### config.mk
export PLATFORM = sky130hd
export DESIGN_NAME = vcount_sync
export DESIGN_NICKNAME = d
export VERILOG_FILES = /design/src/rtl/vc_pkg.sv /design/src/rtl/vc_window.sv /design/src/rtl/vc_mode.sv /design/src/rtl/vc_pulse.sv /design/src/rtl/vcount_sync.sv
export SDC_FILE = /design/constraint.sdc
export NUM_CORES = 1
export LEC_CHECK = 0
export BUFFER_PORTS_ARGS = -buffer_cell sky130_fd_sc_hd__buf_2
export CORE_MARGIN = 3
export CORE_UTILIZATION = 54
export CTS_CLUSTER_DIAMETER = 60
export DETAILED_ROUTE_END_ITERATION = 10
export PLACE_DENSITY = 0.77
export SETUP_SLACK_MARGIN = 0.5
export SYNTH_ARGS = -nofsm -noshare
export SYNTH_HDL_FRONTEND = slang
export SYNTH_SLANG_ARGS = --single-unit
### constraint.sdc
create_clock -name clk -period 2.45 [get_ports clk]
set_input_delay 0.49 -clock clk [delete_from_list [all_inputs] [get_ports clk]]
set_output_delay 0.49 -clock clk [all_outputs]
set_load 0.02 [all_outputs]
### src/rtl/vc_pkg.sv
package vc_pkg;
  typedef enum logic {VM_LOCK = 1'b0, VM_FREE = 1'b1} vmode_e;
endpackage

### src/rtl/vc_window.sv
module vc_window #(
  parameter int CW       = 10,
  parameter int LINES    = 525,
  parameter int LO_OPEN  = 464,
  parameter int LO_CLOSE = 592,
  parameter int HI_OPEN  = 512,
  parameter int HI_CLOSE = 568
) (
  input  logic [CW-1:0] cnt,
  input  logic          sel,
  output logic          in_win,
  output logic          at_line,
  output logic          at_close
);
  localparam int NSET = 2;
  logic [CW-1:0] k;
  logic [NSET-1:0] in_t, close_t;

  assign k = cnt + 1'b1;

  // one comparator pair per selectable window setting
  for (genvar g = 0; g < NSET; g++) begin : g_set
    localparam int OPN = (g == 0) ? LO_OPEN  : HI_OPEN;
    localparam int CLS = (g == 0) ? LO_CLOSE : HI_CLOSE;
    assign in_t[g]    = (k >= CW'(OPN)) && (k <= CW'(CLS));
    assign close_t[g] = (k >= CW'(CLS));
  end

  assign in_win   = in_t[sel];
  assign at_close = close_t[sel];
  assign at_line  = (k == CW'(LINES));
endmodule

### src/rtl/vc_mode.sv
module vc_mode
  import vc_pkg::*;
#(
  parameter int RUN_FIELDS = 8
) (
  input  logic   clk,
  input  logic   rst_n,
  input  logic   tick,
  input  logic   sync_ok,
  input  logic   at_line,
  input  logic   at_close,
  output logic   restart,
  output vmode_e mode
);
  localparam int SW = (RUN_FIELDS > 1) ? $clog2(RUN_FIELDS) : 1;
  localparam logic [SW-1:0] LAST = SW'(RUN_FIELDS - 1);

  logic [SW-1:0] run_q, run_d;
  vmode_e mode_d;

  always_comb begin
    restart = 1'b0;
    run_d   = run_q;
    mode_d  = mode;
    if (tick) begin
      if (mode == VM_LOCK) begin
        if (at_line) begin
          restart = 1'b1;
          if (sync_ok) run_d = '0;
          else if (run_q == LAST) begin
            run_d  = '0;
            mode_d = VM_FREE;
          end else run_d = run_q + 1'b1;
        end
      end else begin
        if (sync_ok) begin
          restart = 1'b1;
          if (!at_line) run_d = '0;
          else if (run_q == LAST) begin
            run_d  = '0;
            mode_d = VM_LOCK;
          end else run_d = run_q + 1'b1;
        end else if (at_close) begin
          restart = 1'b1;
          run_d   = '0;
        end
      end
    end
  end

  always_ff @(posedge clk) begin
    if (!rst_n) begin
      run_q <= '0;
      mode  <= VM_LOCK;
    end else begin
      run_q <= run_d;
      mode  <= mode_d;
    end
  end

  p_mode_on_tick_r1: assert property (@(posedge clk) disable iff (!rst_n)
    !tick |=> $stable(mode));
  p_hit_keeps_lock_r5: assert property (@(posedge clk) disable iff (!rst_n)
    (tick && mode == VM_LOCK && at_line && sync_ok) |=> mode == VM_LOCK);
  p_free_restart_r9: assert property (@(posedge clk) disable iff (!rst_n)
    (mode == VM_FREE && restart && !at_line) |=> mode == VM_FREE);
endmodule

### src/rtl/vc_pulse.sv
module vc_pulse #(
  parameter int PULSE_W = 6
) (
  input  logic clk,
  input  logic rst_n,
  input  logic tick,
  input  logic restart,
  output logic vdrive
);
  localparam int PW = $clog2(PULSE_W + 1);
  logic [PW-1:0] left_q;

  always_ff @(posedge clk) begin
    if (!rst_n) left_q <= '0;
    else if (restart) left_q <= PW'(PULSE_W);
    else if (tick && left_q != '0) left_q <= left_q - 1'b1;
  end

  assign vdrive = (left_q != '0);

  p_drive_follows_r10: assert property (@(posedge clk) disable iff (!rst_n)
    restart |=> vdrive);
endmodule

### src/rtl/vcount_sync.sv
module vcount_sync
  import vc_pkg::*;
#(
  parameter int CW         = 10,
  parameter int LINES      = 525,
  parameter int LO_OPEN    = 464,
  parameter int LO_CLOSE   = 592,
  parameter int HI_OPEN    = 512,
  parameter int HI_CLOSE   = 568,
  parameter int RUN_FIELDS = 8,
  parameter int PULSE_W    = 6
) (
  input  logic clk,
  input  logic rst_n,
  input  logic tick,
  input  logic vsync_in,
  input  logic win_sel,
  output logic vdrive,
  output logic nonstd_mode,
  output logic win_open
);
  localparam int MAXC = (LO_CLOSE > HI_CLOSE) ? LO_CLOSE : HI_CLOSE;

  logic [CW-1:0] cnt;
  logic vs_q, pend, rise, sync_ok, restart;
  logic at_line, at_close, in_win;
  vmode_e mode;

  assign rise    = vsync_in & ~vs_q;
  assign sync_ok = tick & (pend | rise) & in_win;

  always_ff @(posedge clk) begin
    if (!rst_n) begin
      vs_q <= 1'b0;
      pend <= 1'b0;
      cnt  <= '0;
    end else begin
      vs_q <= vsync_in;
      if (tick) pend <= 1'b0;
      else if (rise) pend <= 1'b1;
      if (tick) cnt <= restart ? '0 : cnt + 1'b1;
    end
  end

  vc_window #(.CW(CW), .LINES(LINES), .LO_OPEN(LO_OPEN), .LO_CLOSE(LO_CLOSE),
              .HI_OPEN(HI_OPEN), .HI_CLOSE(HI_CLOSE)) u_win (
    .cnt(cnt), .sel(win_sel), .in_win(in_win), .at_line(at_line), .at_close(at_close));

  vc_mode #(.RUN_FIELDS(RUN_FIELDS)) u_mode (
    .clk(clk), .rst_n(rst_n), .tick(tick), .sync_ok(sync_ok), .at_line(at_line),
    .at_close(at_close), .restart(restart), .mode(mode));

  vc_pulse #(.PULSE_W(PULSE_W)) u_pulse (
    .clk(clk), .rst_n(rst_n), .tick(tick), .restart(restart), .vdrive(vdrive));

  assign nonstd_mode = (mode == VM_FREE);
  assign win_open    = in_win;

  p_cnt_hold_r1: assert property (@(posedge clk) disable iff (!rst_n)
    !tick |=> $stable(cnt));
  p_lock_restart_r4: assert property (@(posedge clk) disable iff (!rst_n)
    (!nonstd_mode && restart) |-> cnt == CW'(LINES - 1));
  p_cnt_bound_r7: assert property (@(posedge clk) disable iff (!rst_n)
    cnt < CW'(MAXC));
  p_restart_zero_r6: assert property (@(posedge clk) disable iff (!rst_n)
    restart |=> cnt == '0);
endmodule

Yosys cells after proc, flatten, opt, wreduce, memory -nomap -nowiden
Index checks and enable logic that the tools add are counted.
Widths: inputs -> output; s select.
{"block": "totals", "regBits": 19, "inputBits": 5, "wordCells": 61}
{"block": "op_classes", "add_sub_neg": 3, "n_lt_le_gt_ge": 7, "eq_ne": 3, "mux": 26, "bitwise": 6, "n_reduce_logical": 9}
{"op": "$ge 10x10->1 const B", "n": 3}
{"op": "$mux 3", "n": 9}
{"op": "$le 10x10->1 const B", "n": 2}
{"op": "$mux 1", "n": 16}
{"op": "$add 10x1->10 const B", "n": 1}
{"op": "$eq 10x10->1 const B", "n": 1}
{"op": "$ge 10x9->1 const B", "n": 1}
{"op": "$mux 10", "n": 1}
{"op": "$reduce_bool 2->1", "n": 2}
{"op": "$reduce_or 2->1", "n": 2}
{"op": "$add 3x1->3 const B", "n": 1}
{"op": "$and 1x1->1", "n": 3}
{"op": "$eq 3x3->1 const B", "n": 1}
{"op": "$logic_and 1x1->1", "n": 3}
{"op": "$ne 3x3->1 const B", "n": 1}
{"op": "$reduce_and 3->1", "n": 1}
{"op": "$reduce_bool 3->1", "n": 1}
{"op": "$sub 3x1->3 const B", "n": 1}
{"op": "$lt 1x2->1 const B", "n": 1}
{"op": "$not 1->1", "n": 2}
{"op": "$or 1x1->1", "n": 1}

Longest topological paths before layout
{"block": "depth", "depth_word": 10, "mapped_depth": 12, "mapped_depth_nobuf": 10}

Modules after synthesis
Synthesis repeated with hierarchy kept, for this count alone.
{"block": "unflattened", "hier_cells": 157, "hier_area_um2": 1343.8}
{"mod": "vcount_sync", "instances": 1, "cells_per_inst": 57, "area_per_inst_um2": 520.5, "seq_area_each_um2": 240.2}
{"mod": "vc_window", "instances": 1, "cells_per_inst": 65, "area_per_inst_um2": 450.4, "seq_area_each_um2": 0.0}
{"mod": "vc_mode", "instances": 1, "cells_per_inst": 19, "area_per_inst_um2": 202.7, "seq_area_each_um2": 80.1}
{"mod": "vc_pulse", "instances": 1, "cells_per_inst": 16, "area_per_inst_um2": 170.2, "seq_area_each_um2": 60.1}

Worst setup path before layout
No wires, ideal clock.
{"block": "synth_path", "path_type": "flip-flop to flip-flop", "from": "reg cnt[1]", "to": "reg cnt[8]", "setup_ps": 58, "arrival_ps": 2394, "path_slack_ps": -2, "path_stages_with_launch": 12, "n_path_buf": 2, "period_less_slack_ps": 2452, "path_cell_list": "dfxtp_1 -> ha_1 -> buf_6 -> and3_4 -> a311oi_1 -> a31oi_1 -> or4_1 -> a31oi_1 -> a31o_2 -> o21a_4 -> buf_6 -> o211a_1"}
{"block": "synth_via", "elab_chain_len": 10}
{"item": "start, declared", "line_no": "vcount_sync.sv:24", "rtl": "logic [CW-1:0] cnt;"}
{"item": "start signal, assigned", "line_no": "vcount_sync.sv:41", "rtl": "if (tick) cnt <= restart ? '0 : cnt + 1'b1;"}
{"item": "$add 10x1->10 (*)", "line_no": "vc_window.sv:19, vcount_sync.sv:41"}
{"item": "$ge 10x9->1 (tied with other cells)", "line_no": "vc_window.sv:25", "rtl": "assign in_t[g] = (k >= CW'(OPN)) && (k <= CW'(CLS));"}
{"item": "$logic_and 1x1->1", "line_no": "vc_window.sv:25"}
{"item": "$mux 1 (implied by the code) (2 in series)", "line_no": "vc_window.sv:29", "rtl": "assign in_win = in_t[sel];"}
{"item": "$and 1x1->1", "line_no": "vcount_sync.sv:30", "rtl": "assign sync_ok = tick & (pend | rise) & in_win;"}
{"item": "$mux 1", "line_no": "vc_mode.sv:36", "rtl": "if (sync_ok) begin"}
{"item": "$mux 1", "line_no": "vc_mode.sv:26", "rtl": "if (mode == VM_LOCK) begin"}
{"item": "$mux 1", "line_no": "vc_mode.sv:25", "rtl": "if (tick) begin"}
{"item": "$mux 10 (*)", "line_no": "vcount_sync.sv:41"}
Mark *: on every way between the ends. The rest lies on a longest branch, timed or not. The select of a mux whose other input is x is not followed.
A chain may end at the register's enable or synchronous reset.

Worst setup path after layout
{"block": "layout_path", "from": "reg cnt[1]", "to": "out win_open"}
{"block": "layout_via", "elab_chain_len": 5}
{"item": "$add 10x1->10 (*)", "line_no": "vc_window.sv:19", "rtl": "assign k = cnt + 1'b1;"}
{"item": "$ge 10x9->1 (tied with other cells)", "line_no": "vc_window.sv:25"}
{"item": "$logic_and 1x1->1", "line_no": "vc_window.sv:25"}
{"item": "$mux 1 (implied by the code) (*) (2 in series)", "line_no": "vc_window.sv:29"}
{"item": "end, declared", "line_no": "vcount_sync.sv:20", "rtl": "output logic win_open"}
Marked as above.

==> impl_summary.md <==
Floorplanning
The die extent in y is 58.51 um. The count of boundary I/O pins is 8. For this configuration, the core starts out at a cell density of 0.5851. After floorplanning, the core was sized to cover 2545 um2. The initialized floorplan defines 18 standard-cell rows. The floorplan step set the die width to 58.51 um.

The floorplan step defined a die boundary enclosing 3423 um2.

Drt
For this block, the initial DRC count from the detailed router was 119. In the routed layout, each cell is associated on average with a via count of 6.604. The total number of vias is 1684. The count of TritonRoute iterations in the first routing pass is 5. The detail route stage leaves a number of antenna-violating nets equal to 0. Summed over all layers, the routed wires come to 5.425 mm. The remaining design rule violation count is 0. The routed length per instance is 21.27 um.

Clock tree
In this run, post-CTS hold repair placed 0 buffers. The root buffer cell chosen for the clock tree is clkbuf_4. TritonCTS built the clock tree. Clock-pin slew was measured on the worst setup and hold paths at 0.12 ns. In this run the number of H-tree levels came out at 1.

The total CTS buffers is 3. The total clock sinks is 19. The longest clock path from root to sink contains 2 buffers. The clock latency at the later pin of the worst-skew pair is 0.31 ns.

Synthesis
Synthesis produced a netlist with a net count of 197. The share of synthesized registers carrying an async set or reset is 0. The synthesis-stage register bit count is 19.

The synthesized cell area is 1489 um2. The total of warnings raised by yosys is 0. The cell count after synthesis is 185. Yosys mapped a number of flops with a built-in enable equal to 0. The most instantiated flip-flop cell in the synthesis netlist is dfxtp_1. In this run the mean area of a mapped cell was 8.048 um2. Of the synthesized area, sequential elements account for 0.2555. The count of cell types in the netlist is 48.

Critical path
Of all nets on the critical path, the largest fanout is 7. In this run the critical register-to-register path is launched from cnt[1]. The data arrival time of the critical path is 2.16 ns. The most critical setup path has its startpoint at cnt[1]. At the worst endpoint, the required time is 1.96 ns. The kind of end point of the critical path is an output pin.

The largest single stage delay on the critical path is 0.40 ns. The critical path startpoint category is a register. The critical path start-end classification is register to output pin.

The signal on the critical path passes through ha_4, buf_4, o2111a_1, o21ai_0, o2bb2ai_1, nand4bb_4, nand2_2, buf_6. The slowest stage of the critical path belongs to the cell dfxtp_4.

Global routing
The total overflow reported by the global router is 0. Entering global routing, the biggest net connects 16 pins. In this run the most used layer during global routing was met2.

Across every metal layer, demand over resource in global routing totals 0.2972. The fraction of met1 tracks used by global routing is 0.3464. In the global route stage, met2 resource usage came out at 0.5136. For this run, global-route usage on met3 was measured as 0.06360. The initial antenna violation count came to 0.

The number of global-route vias before repair is 1637. The wire length of the first global-routing pass is 7.852 mm.

Power and ir drop
Of the total power, combinational logic draws 0.374. Summed over all cells, the static leakage comes to 0.8692 nW. The share of total power dissipated in the clock network is 0.202. Power comes to 0.8651 mW. The internal power of the cells totals 0.5420 mW.

The relative contribution of sequential cells to total power is 0.424. VDD sags by at most 0.7834 mV. The switching share of total power is 0.3735. Dividing total power by cell area gives a power density of 406.2 nW/um2. The switching power is 0.3231 mW.

Placement
The placed instance count is 237. At the end of routability-driven placement, the weighted congestion stood at 0.8998. Summing all placed instances gives a cell area of 1733 um2. The HPWL after detailed placement is 2.949 mm. The count of buffers from port buffering is 7.

Min path
The type of the most critical hold path is input pin to register. The startpoint identified for the worst hold timing path is vsync_in.

STA
The transition time at the pin with the least slew margin is 0.3694 ns. The worst hold slack is 0.4096 ns. The minimum clock period after layout is 2.646 ns.

Setup repair after global routing could not meet its margin everywhere. The final number of setup-violating endpoints is 15. Derived from the worst setup path, the maximum achievable clock frequency is 0.3779 GHz. In the finished design, the share of the clock period the worst path needs comes to 1.080. The final count of pins violating max slew is 0. Clock skew on the completed layout was measured at 0.009561 ns. Measured against its own limit, the worst slew margin works out to 0.7531.

The setup TNS is -1.380 ns. Setup slack on the critical path of the routed design comes to -0.1962 ns. The final number of hold-violating endpoints is 0.

Run
Max-cap violations in this run came to 0.

Layout
The net count of the finished layout is 238. The final-layout fill cell count is 129. Of the cells placed in the final design, the portion with a size suffix greater than 1 is 0.4400. The signed area change from the synthesized netlist to the final layout is 43.03%. The cell area after layout is 2130 um2. The count of placed standard cells in the final layout, fillers left out is 255. The antenna diode count is 0.

Outcome
The checks that failed: setup timing. The run finished, with violations left.
[state kept, by name, indices dropped and copies added, names as in the netlist]
signal          count
vs_q                1
u_mode.run_q        3
u_mode.mode         1
pend                1
u_pulse.left_q      3
cnt                10
[layout make-up]
class                           count  area (um2)  area share
Multi-Input combinational cell    145        1267      0.5952
Sequential cell                    19       391.6      0.1839
Timing Repair Buffer               47       369.1      0.1733
Inverter                           10       37.54     0.01763
Tap cell                           30       37.54     0.01763
Clock buffer                        4       26.28     0.01234
[final timing paths]
kind | depth (start not counted) | slack [ns] | endpoint
setup / recovery | 8 | -0.20 | win_open
hold / removal | 2 | 0.41 | vs_q
setup reg to reg | 11 | -0.11 | u_mode.run_q[1]
hold reg to reg | 1 | 0.49 | u_mode.run_q[1]
[worst max-delay path: cells and delay by family, from the launching register on]
family                     cells  cell delay [ns]
AOI/OAI and AO/OA              3             0.73
buffers and inverters          2             0.26
and+or+nand+nor                2             0.25
adders and majority gates      1             0.20
DFF                            1             0.40
[kinds of logic (layout without fill, tap and decap cells)]
logic type,count (synthesis),in the layout,share of synthesized area
xor+xnor,18,18,0.1059
fa+ha+maj,7,7,0.05882
flops,19,19,0.2555
simple gates,84,84,0.3126
mux,3,3,0.02017
buf+inv,22,61,0.08151
compound gates,32,33,0.1655
[cell usage after synthesis (4+ instances only)]
cell	n	area [um2]
and2_1	11	68.82
buf_6	4	45.04
dfxtp_1	19	380.4
ha_1	7	87.58
inv_1	10	37.54
nand2_1	22	82.58
nand3_1	9	45.04
nor2_1	10	37.54
nor3_1	4	20.02
nor4_1	4	25.02
o21ai_0	6	30.03
xnor2_1	12	105.1
xor2_1	6	52.55
[what timing repair did]
action	4_1_cts	5_1_grt
pin swaps	12	12
endpoints found under the setup margin	18	18
gates resized for setup	21	32
cloned	1	0
setup buffers	9	4
[layout by cell type (no fill, tap or decap), types with 2 or more instances in the layout]
cell type  Yosys  layout
clkbuf_4       0       3
o21ai_2        0       2
dfxtp_2        0       3
inv_1         10       9
nor3_4         0       2
buf_6          4       5
nand4bb_4      0       2
xor2_1         6       4
mux2i_1        3       3
and2_4         0       3
or2_2          2       2
o21a_4         1       2
o211a_1        2       2
ha_4           0       2
ha_1           7       5
nand2b_1       2       2
buf_4          1      35
o2bb2ai_1      3       2
nor4_1         4       2
nor3_1         4       2
and3_1         2       2
o21ai_0        6       4
nor2_1        10       8
o211ai_1       2       2
dfxtp_4        0       2
nand2_2        0       3
nand3_1        9       8
nor2_2         0       2
buf_2          3       6
xnor2_1       12      11
a21oi_1        3       3
dfxtp_1       19      14
xor2_2         0       2
nand4_1        3       3
nand2_1       22      18
a32o_1         2       2
and2_1        11       8
[layer usage]
layer | share of wire | vias to the layer above
li1 | - | 732
met1 | 0.39 | 812
met2 | 0.47 | 103
met3 | 0.074 | 37
met4 | 0.061 | 0
met5 | 0 | -
[metrics by stage]
step,setup slack [ns],utilization
floorplan,0.1202,-
global placement,0.03240,0.6809
detailed placement,-0.05202,0.6809
CTS,-0.08716,0.7606
global route,-0.2240,0.8368
finish,-0.1962,0.8368
[power groups by stage]
| stage | clock network, mW | registers, mW | logic (mW) |
|---|---|---|---|
| floorplan | 0 | 0.363 | 0.182 |
| global placement | 0 | 0.368 | 0.227 |
| detailed placement | 0 | 0.371 | 0.250 |
| CTS | 0.170 | 0.363 | 0.268 |
| global route | 0.183 | 0.369 | 0.343 |
| finish | 0.175 | 0.367 | 0.324 |
(Power assumes the default switching activity.)
